File: config.mk
export PLATFORM = sky130hd
export DESIGN_NAME = step_translator
export DESIGN_NICKNAME = d
export VERILOG_FILES = /design/src/rtl/stp_pkg.sv /design/src/rtl/stp_sync.sv /design/src/rtl/stp_position.sv /design/src/rtl/stp_phase.sv /design/src/rtl/step_translator.sv
export SDC_FILE = /design/constraint.sdc
export NUM_CORES = 1
export LEC_CHECK = 0
export ABC_CLOCK_PERIOD_IN_PS = 9100
export CORE_MARGIN = 4
export CORE_UTILIZATION = 45
export CTS_CLUSTER_DIAMETER = 50
export DETAILED_ROUTE_END_ITERATION = 10
export HOLD_SLACK_MARGIN = 0.1
export PLACE_DENSITY = 0.6
export REMOVE_ABC_BUFFERS = 1
export SYNTH_ARGS = -nofsm -noshare
export SYNTH_HDL_FRONTEND = slang
export SYNTH_SLANG_ARGS = --single-unit
File: constraint.sdc
create_clock -name clk -period 9.1 [get_ports clk]
set_input_delay 1.365 -clock clk [delete_from_list [all_inputs] [get_ports clk]]
set_output_delay 1.365 -clock clk [all_outputs]
set_load 0.03 [all_outputs]
File: src/rtl/stp_pkg.sv
package stp_pkg;
  localparam int POS_W = 6;
  localparam int QTR_W = POS_W - 2;
  localparam int MAG_W = 8;
  localparam int RES_W = 3;

  typedef logic [POS_W-1:0] pos_t;
  typedef logic [MAG_W-1:0] mag_t;
  typedef logic [QTR_W:0]   qidx_t;

  localparam pos_t  QUARTER  = pos_t'(1) << QTR_W;
  localparam pos_t  HOME_POS = pos_t'(1) << (QTR_W - 1);
  localparam qidx_t HOME_K   = qidx_t'(1) << (QTR_W - 1);

  typedef struct packed {
    logic ok;
    pos_t inc;
  } res_dec_t;

  // {ms3, ms2, ms1} to index increment; reserved codes flagged not ok
  function automatic res_dec_t decode_res(input logic [RES_W-1:0] code);
    res_dec_t r;
    r.ok  = 1'b1;
    r.inc = QUARTER;
    case (code)
      3'b000:  r.inc = QUARTER;
      3'b001:  r.inc = QUARTER >> 1;
      3'b010:  r.inc = QUARTER >> 2;
      3'b011:  r.inc = QUARTER >> 3;
      3'b111:  r.inc = QUARTER >> 4;
      default: r.ok  = 1'b0;
    endcase
    return r;
  endfunction

  // quarter-wave sine, 0..90 degrees in 16 steps, full scale 255
  function automatic mag_t qsine(input qidx_t k);
    case (k)
      5'd0:  return 8'd0;
      5'd1:  return 8'd25;
      5'd2:  return 8'd50;
      5'd3:  return 8'd74;
      5'd4:  return 8'd98;
      5'd5:  return 8'd120;
      5'd6:  return 8'd142;
      5'd7:  return 8'd162;
      5'd8:  return 8'd180;
      5'd9:  return 8'd197;
      5'd10: return 8'd212;
      5'd11: return 8'd225;
      5'd12: return 8'd236;
      5'd13: return 8'd244;
      5'd14: return 8'd250;
      5'd15: return 8'd254;
      5'd16: return 8'd255;
      default: return 8'd0;
    endcase
  endfunction

  localparam mag_t HOME_MAG = qsine(HOME_K);
endpackage

File: src/rtl/stp_sync.sv
module stp_sync #(
  parameter int WIDTH  = 5,
  parameter int STAGES = 2
) (
  input  logic             clk,
  input  logic             rst,
  input  logic [WIDTH-1:0] d,
  output logic [WIDTH-1:0] q
);
  logic [WIDTH-1:0] chain [STAGES];

  for (genvar g = 0; g < STAGES; g++) begin : g_stage
    if (g == 0) begin : g_first
      always_ff @(posedge clk) begin
        if (rst) chain[g] <= '0;
        else     chain[g] <= d;
      end
    end else begin : g_next
      always_ff @(posedge clk) begin
        if (rst) chain[g] <= '0;
        else     chain[g] <= chain[g-1];
      end
    end
  end

  assign q = chain[STAGES-1];
endmodule

File: src/rtl/stp_position.sv
module stp_position
  import stp_pkg::*;
(
  input  logic             clk,
  input  logic             rst,
  input  logic             step_rise,
  input  logic             fwd,
  input  logic [RES_W-1:0] res_code,
  output pos_t             pos,
  output logic             moved
);
  res_dec_t dec;
  pos_t     inc_q;
  pos_t     inc_use;

  assign dec     = decode_res(res_code);
  assign inc_use = dec.ok ? dec.inc : inc_q;

  always_ff @(posedge clk) begin
    if (rst) begin
      pos   <= HOME_POS;
      inc_q <= QUARTER;
      moved <= 1'b0;
    end else begin
      moved <= step_rise;
      if (step_rise) begin
        inc_q <= inc_use;
        pos   <= fwd ? pos + inc_use : pos - inc_use;
      end
    end
  end
endmodule

File: src/rtl/stp_phase.sv
module stp_phase
  import stp_pkg::*;
(
  input  pos_t idx,
  output mag_t mag,
  output logic neg
);
  logic [1:0]       quad;
  logic [QTR_W-1:0] off;
  qidx_t            k;

  assign quad = idx[POS_W-1 -: 2];
  assign off  = idx[QTR_W-1:0];
  assign k    = quad[0] ? (qidx_t'(1) << QTR_W) - qidx_t'(off) : qidx_t'(off);
  assign mag  = qsine(k);
  assign neg  = quad[1];
endmodule

File: src/rtl/step_translator.sv
module step_translator
  import stp_pkg::*;
#(
  parameter int SYNC_STAGES = 2
) (
  input  logic       clk,
  input  logic       rst,
  input  logic       step_in,
  input  logic       dir_in,
  input  logic [2:0] res_sel,
  output logic       bridge_on,
  output logic [7:0] a_mag,
  output logic       a_neg,
  output logic       a_mixed,
  output logic [7:0] b_mag,
  output logic       b_neg,
  output logic       b_mixed
);
  localparam int IN_W   = RES_W + 2;
  localparam int PHASES = 2;

  logic [IN_W-1:0] raw_in, sync_in;
  logic            s_step, s_dir, step_q, step_rise;
  logic [RES_W-1:0] s_res;
  pos_t            pos_q;
  logic            moved_q;

  assign raw_in = {res_sel, dir_in, step_in};

  stp_sync #(.WIDTH(IN_W), .STAGES(SYNC_STAGES)) u_sync (
    .clk (clk),
    .rst (rst),
    .d   (raw_in),
    .q   (sync_in)
  );

  assign s_step = sync_in[0];
  assign s_dir  = sync_in[1];
  assign s_res  = sync_in[IN_W-1:2];

  always_ff @(posedge clk) begin
    if (rst) step_q <= 1'b0;
    else     step_q <= s_step;
  end

  assign step_rise = s_step & ~step_q;

  stp_position u_pos (
    .clk       (clk),
    .rst       (rst),
    .step_rise (step_rise),
    .fwd       (s_dir),
    .res_code  (s_res),
    .pos       (pos_q),
    .moved     (moved_q)
  );

  mag_t mag_n   [PHASES];
  logic neg_n   [PHASES];
  mag_t mag_r   [PHASES];
  logic neg_r   [PHASES];
  logic mixed_r [PHASES];

  for (genvar ph = 0; ph < PHASES; ph++) begin : g_phase
    localparam pos_t OFS = pos_t'(ph) << QTR_W;
    pos_t idx;
    assign idx = pos_q + OFS;

    stp_phase u_lut (
      .idx (idx),
      .mag (mag_n[ph]),
      .neg (neg_n[ph])
    );

    always_ff @(posedge clk) begin
      if (rst) begin
        mag_r[ph]   <= HOME_MAG;
        neg_r[ph]   <= 1'b0;
        mixed_r[ph] <= 1'b1;
      end else if (moved_q) begin
        mag_r[ph]   <= mag_n[ph];
        neg_r[ph]   <= neg_n[ph];
        mixed_r[ph] <= (mag_n[ph] < mag_r[ph]);
      end
    end
  end

  always_ff @(posedge clk) begin
    if (rst) bridge_on <= 1'b0;
    else     bridge_on <= 1'b1;
  end

  assign a_mag   = mag_r[0];
  assign a_neg   = neg_r[0];
  assign a_mixed = mixed_r[0];
  assign b_mag   = mag_r[1];
  assign b_neg   = neg_r[1];
  assign b_mixed = mixed_r[1];
endmodule

==> results of run 1 <==
## Yosys cell counts, types with 2 or more instances
master,n
or3b_1,2
and3_1,5
and2_1,5
a41oi_1,3
buf_2,7
clkbuf_1,10
ha_1,36
o21bai_1,2
dfxtp_1,26
a21boi_1,3
a2111oi_0,2
xnor2_1,11
a211oi_1,8
o31ai_1,2
nor3_1,16
o21ai_1,5
a221o_1,2
nand2_1,24
a21oi_2,2
a221oi_1,2
o2bb2ai_1,2
nand3_1,8
nor3b_1,3
or3_1,2
mux2_1,2
o21ai_0,21
a21o_1,9
inv_2,2
a31oi_1,4
a21oi_1,30
buf_1,3
nand2b_1,12
o211ai_1,8
inv_1,29
buf_4,3
a311oi_1,2
a22oi_1,3
nand4_1,3
mux2_2,2
nor2b_1,22
edfxtp_1,19
mux2i_1,3
nor2_1,33
## final cells by class
cell class / count / area [um2]
tap: 99 / 124
clock inverter: 1 / 8.76
inverter: 31 / 116
timing repair buffer: 31 / 300
sequential: 45 / 1090
multi-input combinational: 317 / 2200
clock buffer: 7 / 97.6
fill: 699 / 3470
## worst max-delay path by stage
stage | start | endpoint | slack, ps | depth (start not counted)
3_5_place_dp | u_pos.pos[1] | mixed_r[0] | 5140 | 12
6_report | u_pos.pos[1] | mixed_r[0] | 5060 | 12
2_1_floorplan | u_pos.pos[0] | mixed_r[0] | 5160 | 12
5_1_grt | u_pos.pos[1] | mixed_r[0] | 4680 | 12
4_1_cts | u_pos.pos[1] | mixed_r[0] | 5050 | 12
3_3_place_gp | u_pos.pos[1] | mixed_r[0] | 5280 | 12
## metal layers
| metal | global-route usage | vias up | share of wire |
|---|---|---|---|
| met5 | 0 | - | 0 |
| met4 | 0.0397 | 0 | 0.0096 |
| met3 | 0.0235 | 11 | 0.047 |
| met2 | 0.262 | 69 | 0.42 |
| met1 | 0.280 | 1351 | 0.53 |
| li1 | - | 1527 | - |
## flip-flops by register name (all words and copies together) (netlist names)
name / flops
u_pos.moved: 1
mixed_r: 2
u_sync.chain: 10
step_q: 1
mag_r: 16
bridge_on: 1
u_pos.inc_q: 6
neg_r: 2
u_pos.pos: 6
## stage by stage
stage	power (mW)	std cells	worst slack, ps
6_report	0.476	531	5060
5_1_grt	0.505	531	4680
4_1_cts	0.481	531	5050
3_5_place_dp	0.337	523	5140
3_3_place_gp	0.336	523	5280
2_1_floorplan	0.306	393	5160
## kinds of logic (layout without fill, tap and decap cells)
kind of cell,count (synthesis),in the layout,synth area share
xor gates and xnor gates,12,12,0.0321
muxes,7,7,0.0214
buffers and inverters,54,70,0.0634
AOI/OAI and AO/OA,121,121,0.230
DFF,45,45,0.311
adders and majority gates,37,37,0.134
and+or+nand+nor,140,140,0.209
## power groups by stage
| stage | sequential [mW] | clock (mW) | combinational, mW |
|---|---|---|---|
| after CTS | 0.225 | 0.148 | 0.108 |
| final | 0.225 | 0.143 | 0.108 |
| after global routing | 0.226 | 0.156 | 0.123 |
| after floorplan | 0.234 | 0 | 0.0719 |
| after global placement | 0.229 | 0 | 0.107 |
| after detailed placement | 0.229 | 0 | 0.108 |
==> reports/results.txt, run 1 <==
Core Rows: 31
worst r2r dst: mixed_r[0]
Iter 0 DRT Violations: 226
total CTS buffers: 5
Final Critical Period: 4040 ps
Starting Density: 0.474
Top FF cell, synth: dfxtp_1
R2R depth: 12
Leak: 1.52 nW
post-route ant nets: 0
DR DRC count: 0
layout cells sized above 1: 0.0532
synth-to-layout area growth: 12.1%
fmax: 248 MHz
Switching Share: 0.298
die area: 0.00929 mm2
startpoint class of the critical path: flip-flop
Seq cells post-synth: 45
Clock Sinks: 45
Ys Warns: 0
final setup fails: 0
Sw Pwr: 0.142 mW
die width: 96.4 um
post-synthesis cell count: 416
All-Layer GR Usage: 0.180
clk_skew: 10.5 ps
slack of the worst reg-to-reg path: 5060 ps
Req. time, crit path: 9230 ps
commonest non-fill, non-tap cell in the layout: ha_1
Slew Limit Fails: 0
Post-synth EDFFs: 19
antenna diode count: 0
DRT Pass-1 Iters: 4
PortBufs: 27
Finished Cell Area: 0.00394 mm2
CTS tree: built
Hold Slack: 444 ps
endpoints failing hold: 0
cell taking the most area after synthesis: edfxtp_1
synthesized area: 0.00351 mm2
Comb power frac: 0.227
sequential share of power: 0.472
PwrDens: 121 mW/mm2
root buffer cell: clkbuf_8
number of global-route vias before repair: 2,675
Layout Utilization: 0.531
clock buffer depth: 2
Placer Congestion: 0.873
initial antenna violation count: 0
sequential element share of the synthesized area: 0.311
DRT Wirelength: 7710 um
ratio of final minimum period to clock period: 0.444
Setup TNS: 0 ps
Min-Delay Startpoint: u_sync.chain[0][2]
Clk network pwr share: 0.301
crit path max fanout: 19
CP endpoint kind: flip-flop
Avg Inst Size Synth: 8.45 um2
cts hold-fix bufs: 0
placed cell area: 0.00383 mm2
post-CTS setup buffer count: 0
CTS clk-pin slew, worst paths: 90 ps
Worst Hold Class: flip-flop to flip-flop
Buffers & Inverters on Critical Path: 1
DR vias/cell: 5.57
dpl hpwl: 5850 um
worst slew pin tran: 1010 ps
worst vdd ir: 0.0000582 V
via count: 2,958
top cell type's share of synthesized area: 0.162
Critical Path AT: 4170 ps
most frequent cells in the layout: 36 x ha_1, 33 x nor2_1, 30 x a21oi_1
first-pass GRT wire length: 13,300 um
post-DR wirelength/cell: 14.5 um
Worst R2R Start: u_pos.pos[1]
Hold EP: u_sync.chain[1][2]
Post-CTS Resized: 0
max incr delay on CP: 800 ps
Ports: 28
total congestion overflow: 0
Top delay family on crit path: compound AO/OA/AOI/OAI gates
worst hold path stage count: 1
CTS H-tree depth: 2
slowest cell on the critical path: nor2b_1
worst-path cell chain: inv_1, ha_1, nor2b_1, xnor2_1, nand2b_1, o211ai_1, a31o_1, ha_1, nor2b_1, a2111oi_0, a221oi_1, o31ai_1
Async SR Flop Fraction: 0
kind of critical path: flip-flop to flip-flop
RSZ-0062 raised after global routing: no
insertion delay to the later sink of the worst-skew pair: 300 ps
pin count of the biggest net entering global routing: 25
die height: 96.4 um
Max-slew headroom: 0.325
core area: 0.00741 mm2
max-cap violations: 0
top area cells in the synthesized netlist: edfxtp_1 16%, dfxtp_1 15%, ha_1 13%, a21oi_1 4.3%, nor2b_1 3.9%
Int Power: 0.334 mW
Netlist cell types: 61
# nets final: 475
status: finished, final reports clean
(Power assumes the default switching activity.)
==> inputs of run 2 (changes only) <==
--- a/config.mk
+++ b/config.mk
@@ -5,7 +5,7 @@
 export SDC_FILE = /design/constraint.sdc
 export NUM_CORES = 1
 export LEC_CHECK = 0
-export ABC_CLOCK_PERIOD_IN_PS = 9100
+export ABC_CLOCK_PERIOD_IN_PS = 3850
 export CORE_MARGIN = 4
 export CORE_UTILIZATION = 45
 export CTS_CLUSTER_DIAMETER = 50
==> constraint.sdc (replaced) <==
create_clock -name clk -period 3.85 [get_ports clk]
set_input_delay 0.5775 -clock clk [delete_from_list [all_inputs] [get_ports clk]]
set_output_delay 0.5775 -clock clk [all_outputs]
set_load 0.03 [all_outputs]
==> run 2 against run 1 <==
Effect of this change:
- maximum frequency up 15%
- cell count rose by 1.3%
- critical path depth up 1
- sequential cell count unchanged
- via count grew 1.5%
- largest cell class unchanged
- clock-buffer cell count is 2 lower
==> reports/results.txt, run 2 (synthesis results as in run 1) <==
status: finished, final reports clean
Clock Sinks: 45
worst-path cell chain: inv_1, ha_1, a21boi_1, buf_4, ha_1, nand2_1, nor2_1, a31o_1, ha_1, nor2b_1, a2111oi_0, a221oi_1, o31ai_1
total CTS buffers: 5
Core Rows: 31
CTS H-tree depth: 2
layout cells sized above 1: 0.0706
pin count of the biggest net entering global routing: 25
Worst Hold Class: flip-flop to flip-flop
core area: 0.00741 mm2
Starting Density: 0.474
Largest Register: mag_r
first-pass GRT wire length: 13,600 um
fin cells: 538
max FFs per register: 16
Ports: 28
cts hold-fix bufs: 0
endpoints failing hold: 0
PortBufs: 27
root buffer cell: clkbuf_8
die width: 96.4 um
max-cap violations: 0
RSZ-0062 raised after global routing: no
slowest cell on the critical path: dfxtp_1
number of global-route vias before repair: 2,772
Final Critical Period: 3510 ps
kind of critical path: flip-flop to flip-flop
DRT Pass-1 Iters: 4
CTS tree: built
Req. time, crit path: 3980 ps
DR DRC count: 0
insertion delay to the later sink of the worst-skew pair: 310 ps
Iter 0 DRT Violations: 181
CP endpoint kind: flip-flop
dpl hpwl: 6060 um
Post-CTS Resized: 0
clk_skew: 11.0 ps
max incr delay on CP: 550 ps
placed cells: 530
antenna diode count: 0
Placer Congestion: 0.897
met2 routed WL: 3510 um
Overall Power: 1.10 mW
post-CTS setup buffer count: 0
die height: 96.4 um
Setup TNS: 0 ps
CTS clk-pin slew, worst paths: 100 ps
final setup fails: 0
All-Layer GR Usage: 0.185
Critical Path AT: 3640 ps
Slew Limit Fails: 0
Leak: 1.55 nW
# nets final: 482
die area: 0.00929 mm2
largest registers: mag_r x16, u_sync.chain x10
synth-to-layout area growth: 13.1%
worst slew pin tran: 958 ps
post-DR wirelength/cell: 15.3 um
DR vias/cell: 5.58
most frequent cells in the layout: 36 x ha_1, 33 x nor2_1, 30 x a21oi_1
DP Worst Slack: 409 ps
via count: 3,001
CP most frequent cell: ha_1
PwrDens: 277 mW/mm2
worst vdd ir: 0.000131 V
post-route ant nets: 0
fmax: 285 MHz
startpoint class of the critical path: flip-flop
ratio of final minimum period to clock period: 0.911
DRT Wirelength: 8240 um
worst setup margin: 341 ps
# fillers: 716
total congestion overflow: 0
Max-slew headroom: 0.360
DR WL met3: 280 um
initial antenna violation count: 0
max layer used: met4
met1 wire length: 4380 um
commonest non-fill, non-tap cell in the layout: ha_1
crit path max fanout: 10
clock buffer depth: 2
## run 2: changes by cell type in the layout (fill, tap and decap cells not counted)
cell,change
clkbuf_1,-1
inv_6,+1
clkinv_4,-1
clkinv_2,+1
clkbuf_16,-1
inv_4,+1
buf_4,+7
## run 2: cell type report
type | count | area, um2 | area share
Tap cell | 99 | 124 | 0.0312
Timing Repair Buffer | 38 | 353 | 0.0888
Inverter | 31 | 116 | 0.0293
Multi-Input combinational cell | 317 | 2200 | 0.554
Sequential cell | 45 | 1090 | 0.275
Clock inverter | 3 | 20.0 | 0.00504
Clock buffer | 5 | 68.8 | 0.0173
## run 2: where the power goes
part           switching, mW  leakage (nW)  internal (mW)
clock network          0.178        0.0489          0.130
registers             0.0170         0.379          0.513
logic                  0.152          1.13          0.112
total                  0.347          1.55          0.754
## run 2: stage by stage
step / hold slack, ps / util / cell area (um2)
after CTS: 449 / 0.536 / 3970
after global placement: 417 / 0.524 / 3880
after global routing: 463 / 0.536 / 3970
final: 446 / 0.536 / 3970
after detailed placement: 426 / 0.524 / 3880
after floorplan: 406 / - / 3410
## run 2: worst max-delay path, delay by kind of cell (launching register included)
kind	cells	cell delay (ps)
flops	1	550
buf+inv	2	320
fa+ha+maj	3	840
compound gates	5	1120
simple gates	3	490
## run 2: metal layers
metal	track usage	vias to the layer above
li1	-	1550
met1	0.268	1390
met2	0.293	54
met3	0.0258	7
met4	0.0386	0
met5	0	-
## run 2: final timing paths
check                                         from            endpoint  slack (ps)  cells past startpoint
worst min-delay path            u_sync.chain[0][4]  u_sync.chain[1][4]         450                      1
worst max-delay path                  u_pos.pos[1]          mixed_r[0]         340                     13
worst max register to register        u_pos.pos[1]          mixed_r[0]         340                     13
worst min register to register  u_sync.chain[0][4]  u_sync.chain[1][4]         450                      1
